==> src/rtl/spi_cs_pkg.sv <==
package spi_cs_pkg;

  // Burst tracking state of the control path
  typedef enum logic [1:0] {
    CS_IDLE  = 2'd0,
    CS_BURST = 2'd1,
    CS_TAIL  = 2'd2
  } csState_e;

  // Strobes handed from control to datapath
  typedef struct packed {
    logic captureSel;  // a burst starts from idle this cycle: take the select field
    logic lineOn;      // the burst line must be asserted after this edge
  } csStrobe_t;

endpackage

==> src/rtl/spi_cs_ctrl.sv <==
module spi_cs_ctrl
  import spi_cs_pkg::*;
(
  input  logic      clk,
  input  logic      rst_n,
  input  logic      burstActive,
  input  logic      sckTick,
  output csStrobe_t strobe
);

  csState_e state;
  csState_e stateNext;

  // Next-state logic: a running burst always wins over a tail release
  always_comb begin
    stateNext = state;
    unique case (state)
      CS_IDLE:  if (burstActive) stateNext = CS_BURST;
      CS_BURST: if (!burstActive) stateNext = CS_TAIL;
      CS_TAIL: begin
        if (burstActive)  stateNext = CS_BURST;
        else if (sckTick) stateNext = CS_IDLE;
      end
      default:  stateNext = CS_IDLE;
    endcase
  end

  always_ff @(posedge clk or negedge rst_n) begin
    if (!rst_n) state <= CS_IDLE;
    else        state <= stateNext;
  end

  // Strobes are taken from the next state so the registered line moves
  // on the same edge that samples the burst input
  always_comb begin
    strobe.captureSel = (state == CS_IDLE) && burstActive;
    strobe.lineOn     = (stateNext != CS_IDLE);
  end

endmodule

==> src/rtl/spi_cs_datapath.sv <==
module spi_cs_datapath
  import spi_cs_pkg::*;
#(
  parameter int NUM_CS = 4,
  parameter int SEL_W  = 2
) (
  input  logic              clk,
  input  logic              rst_n,
  input  csStrobe_t         strobe,
  input  logic [SEL_W-1:0]  csSel,
  input  logic              manualEn,
  input  logic              manualLevel,
  input  logic              activeLow,
  output logic [NUM_CS-1:0] csOut
);

  logic [SEL_W-1:0]  selHeld;
  logic [SEL_W-1:0]  burstSel;
  logic [SEL_W-1:0]  driveSel;
  logic [NUM_CS-1:0] lineNext;

  // Select captured only at burst start; held through burst and tail
  always_ff @(posedge clk or negedge rst_n) begin
    if (!rst_n)                 selHeld <= '0;
    else if (strobe.captureSel) selHeld <= csSel;
  end

  assign burstSel = strobe.captureSel ? csSel : selHeld;
  assign driveSel = manualEn ? csSel : burstSel;

  // One level decision per line
  for (genvar g = 0; g < NUM_CS; g++) begin : g_line
    logic lineHit;
    assign lineHit = (driveSel == SEL_W'(g));
    always_comb begin
      if (manualEn)
        lineNext[g] = lineHit ? manualLevel : activeLow;
      else
        lineNext[g] = (strobe.lineOn && lineHit) ? ~activeLow : activeLow;
    end
  end

  // Registered outputs, deasserted high out of reset
  always_ff @(posedge clk or negedge rst_n) begin
    if (!rst_n) csOut <= '1;
    else        csOut <= lineNext;
  end

endmodule

==> src/rtl/spi_cs_select.sv <==
module spi_cs_select
  import spi_cs_pkg::*;
#(
  parameter  int NUM_CS = 4,
  localparam int SEL_W  = $clog2(NUM_CS)
) (
  input  logic              clk,
  input  logic              rst_n,
  input  logic [SEL_W-1:0]  csSel,
  input  logic              manualEn,
  input  logic              manualLevel,
  input  logic              activeLow,
  input  logic              burstActive,
  input  logic              sckTick,
  output logic [NUM_CS-1:0] csOut
);

  csStrobe_t strobe;

  spi_cs_ctrl u_ctrl (
    .clk         (clk),
    .rst_n       (rst_n),
    .burstActive (burstActive),
    .sckTick     (sckTick),
    .strobe      (strobe)
  );

  spi_cs_datapath #(
    .NUM_CS (NUM_CS),
    .SEL_W  (SEL_W)
  ) u_dp (
    .clk         (clk),
    .rst_n       (rst_n),
    .strobe      (strobe),
    .csSel       (csSel),
    .manualEn    (manualEn),
    .manualLevel (manualLevel),
    .activeLow   (activeLow),
    .csOut       (csOut)
  );

endmodule

==> config.mk <==
export PLATFORM = sky130hd
export DESIGN_NAME = spi_cs_select
export DESIGN_NICKNAME = d
export VERILOG_FILES = /design/src/rtl/spi_cs_pkg.sv /design/src/rtl/spi_cs_ctrl.sv /design/src/rtl/spi_cs_datapath.sv /design/src/rtl/spi_cs_select.sv
export SDC_FILE = /design/constraint.sdc
export NUM_CORES = 1
export LEC_CHECK = 0
export ABC_CLOCK_PERIOD_IN_PS = 1700
export CAP_MARGIN = 20
export CORE_AREA = 2 2 39 41
export CTS_CLUSTER_DIAMETER = 60
export DETAILED_ROUTE_END_ITERATION = 7
export DIE_AREA = 0 0 41 43
export DONT_BUFFER_PORTS = 1
export GPL_TIMING_DRIVEN = 0
export PLACE_DENSITY = 0.47
export SYNTH_ARGS = -nofsm -noshare
export SYNTH_HDL_FRONTEND = slang
export SYNTH_HIERARCHICAL = 1
export SYNTH_SLANG_ARGS = --single-unit
==> constraint.sdc <==
create_clock -name clk -period 1.7 [get_ports clk]
set_input_delay 0.085 -clock clk [delete_from_list [all_inputs] [get_ports clk]]
set_output_delay 0.085 -clock clk [all_outputs]
set_load 0.02 [all_outputs]
# == After elaboration in Yosys (flattened, before gate mapping) ==
# Cells that the tools add are included.
# totals
reg_bits,8
rom_bits,0
mem_count,0
word_cells,36
ramBits,0
latch_bits,0
input_bits,9
output_inout_bits,4
# classes
bitwise,1
order_cmp,0
n_mux,19
eq_ne,5
multipliers,0
reduce_logical,8
div_mod_pow,0
n_shift,0
n_addsub,0
# op_table
operator,n
$mux 1,12
$mux 2,6
$eq 2x2->1 const B,3
$pmux 2 s3,1
$logic_and 1x1->1,5
$eq 2x1->1 const B,2
$logic_not 2->1,2
$reduce_bool 2->1,1
$not 1->1,1

# == Logic depth before layout (Yosys ltp) ==
# depth
depth_word,8
mapped_depth,5
depth_no_buf,5

# == Modules after synthesis ==
# The synthesis kept the hierarchy.
# by_module_without_submodules
mod,n_inst,area_each_um2,cells_each,seq_area_each_um2
spi_cs_datapath,1,327.8,30,155.1
spi_cs_ctrl,1,98.8,9,50.0

# == Worst setup path after synthesis ==
# No wires, ideal clock.
# synth_path
kind,register to register
startpoint,register u_ctrl.state[0]
endpoint,register u_dp.csOut[2]
path_buffers,0
path_slack_ns,0.064
stages_incl_launch_ff,5
t_required_ns,1.618
t_arrival_ns,1.554
setup_time_ns,0.082
path_cell_list,dfrtp_1 nor3b_1 or2_4 a31oi_1 a211o_1
# synth_lines
element,line_no,text
from (decl),spi_cs_ctrl.sv:11,csState_e state;
from (signal assigned),spi_cs_ctrl.sv:30,else state <= stateNext;
to (signal assigned),spi_cs_datapath.sv:46,else csOut <= lineNext;
to (decl),spi_cs_datapath.sv:14,output logic [NUM_CS-1:0] csOut

==> reports/summary.log <==
qor: status.run_status finished, final reports clean
qor: floorplanning.die_height 43 microns
qor: synth.seq_area_frac_synth 48.1%
qor: finish.layout.cells.non_filler 64
qor: synth.post_synth_edffs 0
qor: timing.hold_violation_count_in_the_final_report 0
qor: floorplanning.row_count 14
qor: routing.drt_wl_total 972 microns
qor: synth.syn-num-nets 48
qor: setup_path.r2r.worst_path.cells 5
qor: setup_path.timing.rr.end u_dp/csOut[0]$_DFF_PN1_
qor: setup_path.worst-path-buf-inv 0
qor: timing.hold_ws 0.0236 ns
qor: global_route.grt_first_pass_wirelength 1.61 mm
qor: floorplanning.floorplan.die.width 41 microns
qor: synth.synthFlopType sky130_fd_sc_hd__dfstp_2
qor: finish.flow.area_growth_from_synthesis 27.0%
qor: global_route.grt_start_max_net_pins 9
qor: place.io_buffers 0
qor: clock_tree.ctsHtreeMaxLevel 1
qor: clock_tree.cts_buffers 3
qor: place.dp.cells 55
qor: setup_path.crit_end u_dp/csOut[0]$_DFF_PN1_
qor: setup_path.timing.critical_path.slowest_cell_delay 0.45 ns
qor: global_route.first_global_vias 383
qor: synth.synth_area_leaders sky130_fd_sc_hd__dfstp_2 (25%), sky130_fd_sc_hd__dfrtp_1 (23%), sky130_fd_sc_hd__a211o_1 (8.2%), sky130_fd_sc_hd__a31oi_1 (5.9%), sky130_fd_sc_hd__mux2_2 (5.3%)
qor: timing.finalMaxSlewViolations 0
qor: global_route.grt_remaining_overflow 0
qor: setup_path.timing.setup.critical_path_class reg2reg
qor: clock_tree.numClockSinks 8
qor: synth.mean_instance_size_in_the_synthesized_netlist 10.9 sq um
qor: synth.synth_area 427 sq um
qor: floorplanning.starting_density_of_the_core 30.8%
qor: routing.remaining_design_rule_violation_count 0
qor: global_route.grt_antenna_before_repair 0
qor: setup_path.worstPathMaxFanout 7
qor: floorplanning.die_area 0.00176 sq mm
qor: setup_path.start_kind flip-flop
qor: routing.drt-wirelength-per-cell 15.2 microns
qor: synth.yosys.area_share.xor_xnor 0%
qor: synth.synth-async-reset-ratio 100%
qor: routing.drt-vias-per-instance 5.59
qor: setup_path.rrSetupSlack 0.12 ns
qor: timing.worst_slew_pin_slew 0.432 ns
qor: routing.drt-pass1-iter-count 1
qor: place.detailedPlacementHpwl 749 microns
qor: timing.worst_clock_skew 0.0134 ns
qor: finish.nets 58
qor: timing.rsz_0062_raised_after_global_routing false
qor: routing.drt_first_iter_violations 0
qor: synth.synth.ff_latch_count 8
qor: synth.number_of_instances_in_the_synthesized_netlist 39
qor: synth.adder_cell_fraction_of_synth_area 0%
qor: clock_tree.root_buffer sky130_fd_sc_hd__clkbuf_4
qor: setup_path.critical_path.top_delay_family compound AO/OA/AOI/OAI gates
qor: finish.drive_above_1_share 31.3%
qor: setup_path.worstReg2RegStart u_ctrl/state[0]$_DFF_PN0_
qor: synth.yosys.area_share.simple 20.8%
qor: floorplanning.design.portCount 13
qor: clock_tree.cts_max_path_buffers 2
qor: routing.antenna_violating_nets_post_route 0
qor: timing.setup-violations-final 0
qor: clock_tree.clk_lat_worst_skew 0.25 ns
qor: timing.finalWorstPathRequiredPeriod 1.58 ns
qor: clock_tree.clock_transition_at_the_register_clock_pins_on_the_worst_setup_and_hold_paths_after_cts 0.06 ns
qor: clock_tree.post_cts.repair.setup_buffers 0
qor: setup_path.crit_path_cell_trace nor3b_4 > nor4_1 > a31oi_1 > a21oi_1 > a211o_1
qor: setup_path.worstPathArrival 1.74 ns
qor: synth.ys_top_cells_by_count sky130_fd_sc_hd__a211o_1 (4), sky130_fd_sc_hd__a21oi_1 (4), sky130_fd_sc_hd__a31oi_1 (4), sky130_fd_sc_hd__dfrtp_1 (4), sky130_fd_sc_hd__dfstp_2 (4)
qor: power_and_ir_drop.maximum_vdd_drop 407 uV
qor: timing.relative_slew_margins 71.1%
qor: min_path.hp-class in2reg
qor: clock_tree.tritoncts_clock_tree yes
qor: synth.synth.top_cell.area_share 24.6%
qor: synth.compound_cell_area_share_of_the_yosys_netlist 24.0%
qor: setup_path.worst-path-stages 5
qor: power_and_ir_drop.power.static_leakage 0.000213 uW
qor: floorplanning.fp.coreArea 0.00138 sq mm
qor: power_and_ir_drop.cellPowerDensity 962 mW/mm^2
qor: timing.final_min_period_over_clock_period 92.7%
qor: job.maxCapViolCount 0
qor: setup_path.timing.critical_path.required 1.86 ns
qor: place.routability_congestion 0.688
qor: finish.insertedDiodeCount 0
qor: setup_path.highest_delay_cell_along_the_critical_path sky130_fd_sc_hd__dfrtp_2
qor: synth.synth.largest_area_cell sky130_fd_sc_hd__dfstp_2
qor: finish.fill_cell_count 161
qor: synth.yosysWarnings 6
qor: setup_path.worst_setup_path_end_kind flip-flop
qor: routing.routed-via-count 358
qor: synth.synth_top_family_by_area compound AO/OA/AOI/OAI gates
qor: synth.synth.lib_cells_used.distinct 20
qor: setup_path.critical_path.startpoint u_ctrl/state[0]$_DFF_PN0_
qor: synth.yosys-mux-area-fraction 5.28%
qor: global_route.groute.usage.overall 14.1%
qor: timing.highest_clock_frequency_the_design_can_meet 635 MHz
-- logic make-up after synthesis --
logic type | after synthesis
buf+inv | 2
compound gates | 15
simple gates | 12
mux | 2
flops | 8
-- registers in the layout (all words and copies together) (netlist names) --
signal,count
u_ctrl/state,2
u_dp/selHeld,2
u_dp/csOut,4
-- routing by layer --
metal	global-route usage (%)	wire length [microns]	share of wire (%)
met5	0	0	0
met4	6.00	0	0
met3	7.85	55	5.7
met2	22.2	565	58
met1	14.6	351	36
-- what timing repair did --
| item | 4_1_cts | 5_1_grt |
|---|---|---|
| gates resized for setup | 1 | 4 |
| hold buffers | 5 | 0 |
| endpoints found under the hold margin | 16 | 0 |
| setup endpoints to repair | 4 | 4 |
-- area by class of cell --
type	count	area [sq um]	share of cell area [%]
multi-input combinational	29	230	42.5
clock buffer	4	26.3	4.85
tap	16	20.0	3.70
timing repair buffer	5	50.0	9.24
sequential	8	208	38.3
inverter	2	7.51	1.39
-- report_power, final --
part | switching (uW) | internal, uW
logic | 40.9 | 54.3
registers | 42.0 | 230
clock network | 64.2 | 89.7
total | 147 | 374
-- per-stage QoR --
step                setup WS, ns  util (%)  power, uW  instance area, sq um  TNS (ns)
floorplan                 0.0638         -        331                   427         0
detailed placement        -0.210      32.3        350                   447    -0.785
CTS                       0.0470      38.2        524                   528         0
finish                     0.124      39.2        521                   542         0
global placement          -0.130      32.3        342                   447    -0.481
global route              0.0134      39.2        562                   542         0
-- worst min-delay path by stage --
| stage | startpoint | endpoint | slack [ns] | cells after the start |
|---|---|---|---|---|
| 2_1_floorplan | rst_n | u_ctrl/state[0]$_DFF_PN0_ | -0.21 | 0 |
| 3_3_place_gp | rst_n | u_ctrl/state[1]$_DFF_PN0_ | -0.21 | 0 |
| 3_5_place_dp | rst_n | u_ctrl/state[1]$_DFF_PN0_ | -0.21 | 0 |
| 4_1_cts | burstActive | u_ctrl/state[1]$_DFF_PN0_ | 0.01 | 2 |
| 5_1_grt | burstActive | u_ctrl/state[1]$_DFF_PN0_ | 0.01 | 2 |
| 6_report | burstActive | u_ctrl/state[1]$_DFF_PN0_ | 0.02 | 2 |
-- layout by cell type (no fill, tap or decap) --
master | Yosys | final
sky130_fd_sc_hd__dlygate4sd3_1 | 0 | 5
sky130_fd_sc_hd__a31oi_1 | 4 | 4
sky130_fd_sc_hd__a21oi_1 | 4 | 4
sky130_fd_sc_hd__a211o_1 | 4 | 4
sky130_fd_sc_hd__dfstp_2 | 4 | 4
sky130_fd_sc_hd__clkbuf_4 | 0 | 3
sky130_fd_sc_hd__dfrtp_2 | 0 | 2
sky130_fd_sc_hd__mux2_2 | 2 | 2
sky130_fd_sc_hd__inv_1 | 2 | 2
sky130_fd_sc_hd__nor4b_1 | 2 | 2
sky130_fd_sc_hd__dfrtp_1 | 4 | 2
sky130_fd_sc_hd__clkbuf_1 | 0 | 1
sky130_fd_sc_hd__nand2b_1 | 1 | 1
sky130_fd_sc_hd__or3b_1 | 1 | 1
sky130_fd_sc_hd__o31ai_1 | 1 | 1
sky130_fd_sc_hd__a21boi_0 | 1 | 1
sky130_fd_sc_hd__nor3b_4 | 0 | 1
sky130_fd_sc_hd__nor2_1 | 1 | 1
sky130_fd_sc_hd__a22oi_2 | 0 | 1
sky130_fd_sc_hd__or2_4 | 1 | 1
sky130_fd_sc_hd__nor4bb_1 | 1 | 1
sky130_fd_sc_hd__nand2_1 | 1 | 1
sky130_fd_sc_hd__or3b_2 | 1 | 1
sky130_fd_sc_hd__nor3b_1 | 2 | 1
sky130_fd_sc_hd__nor4_1 | 1 | 1
No activity file was read; power rests on OpenSTA's default activity.
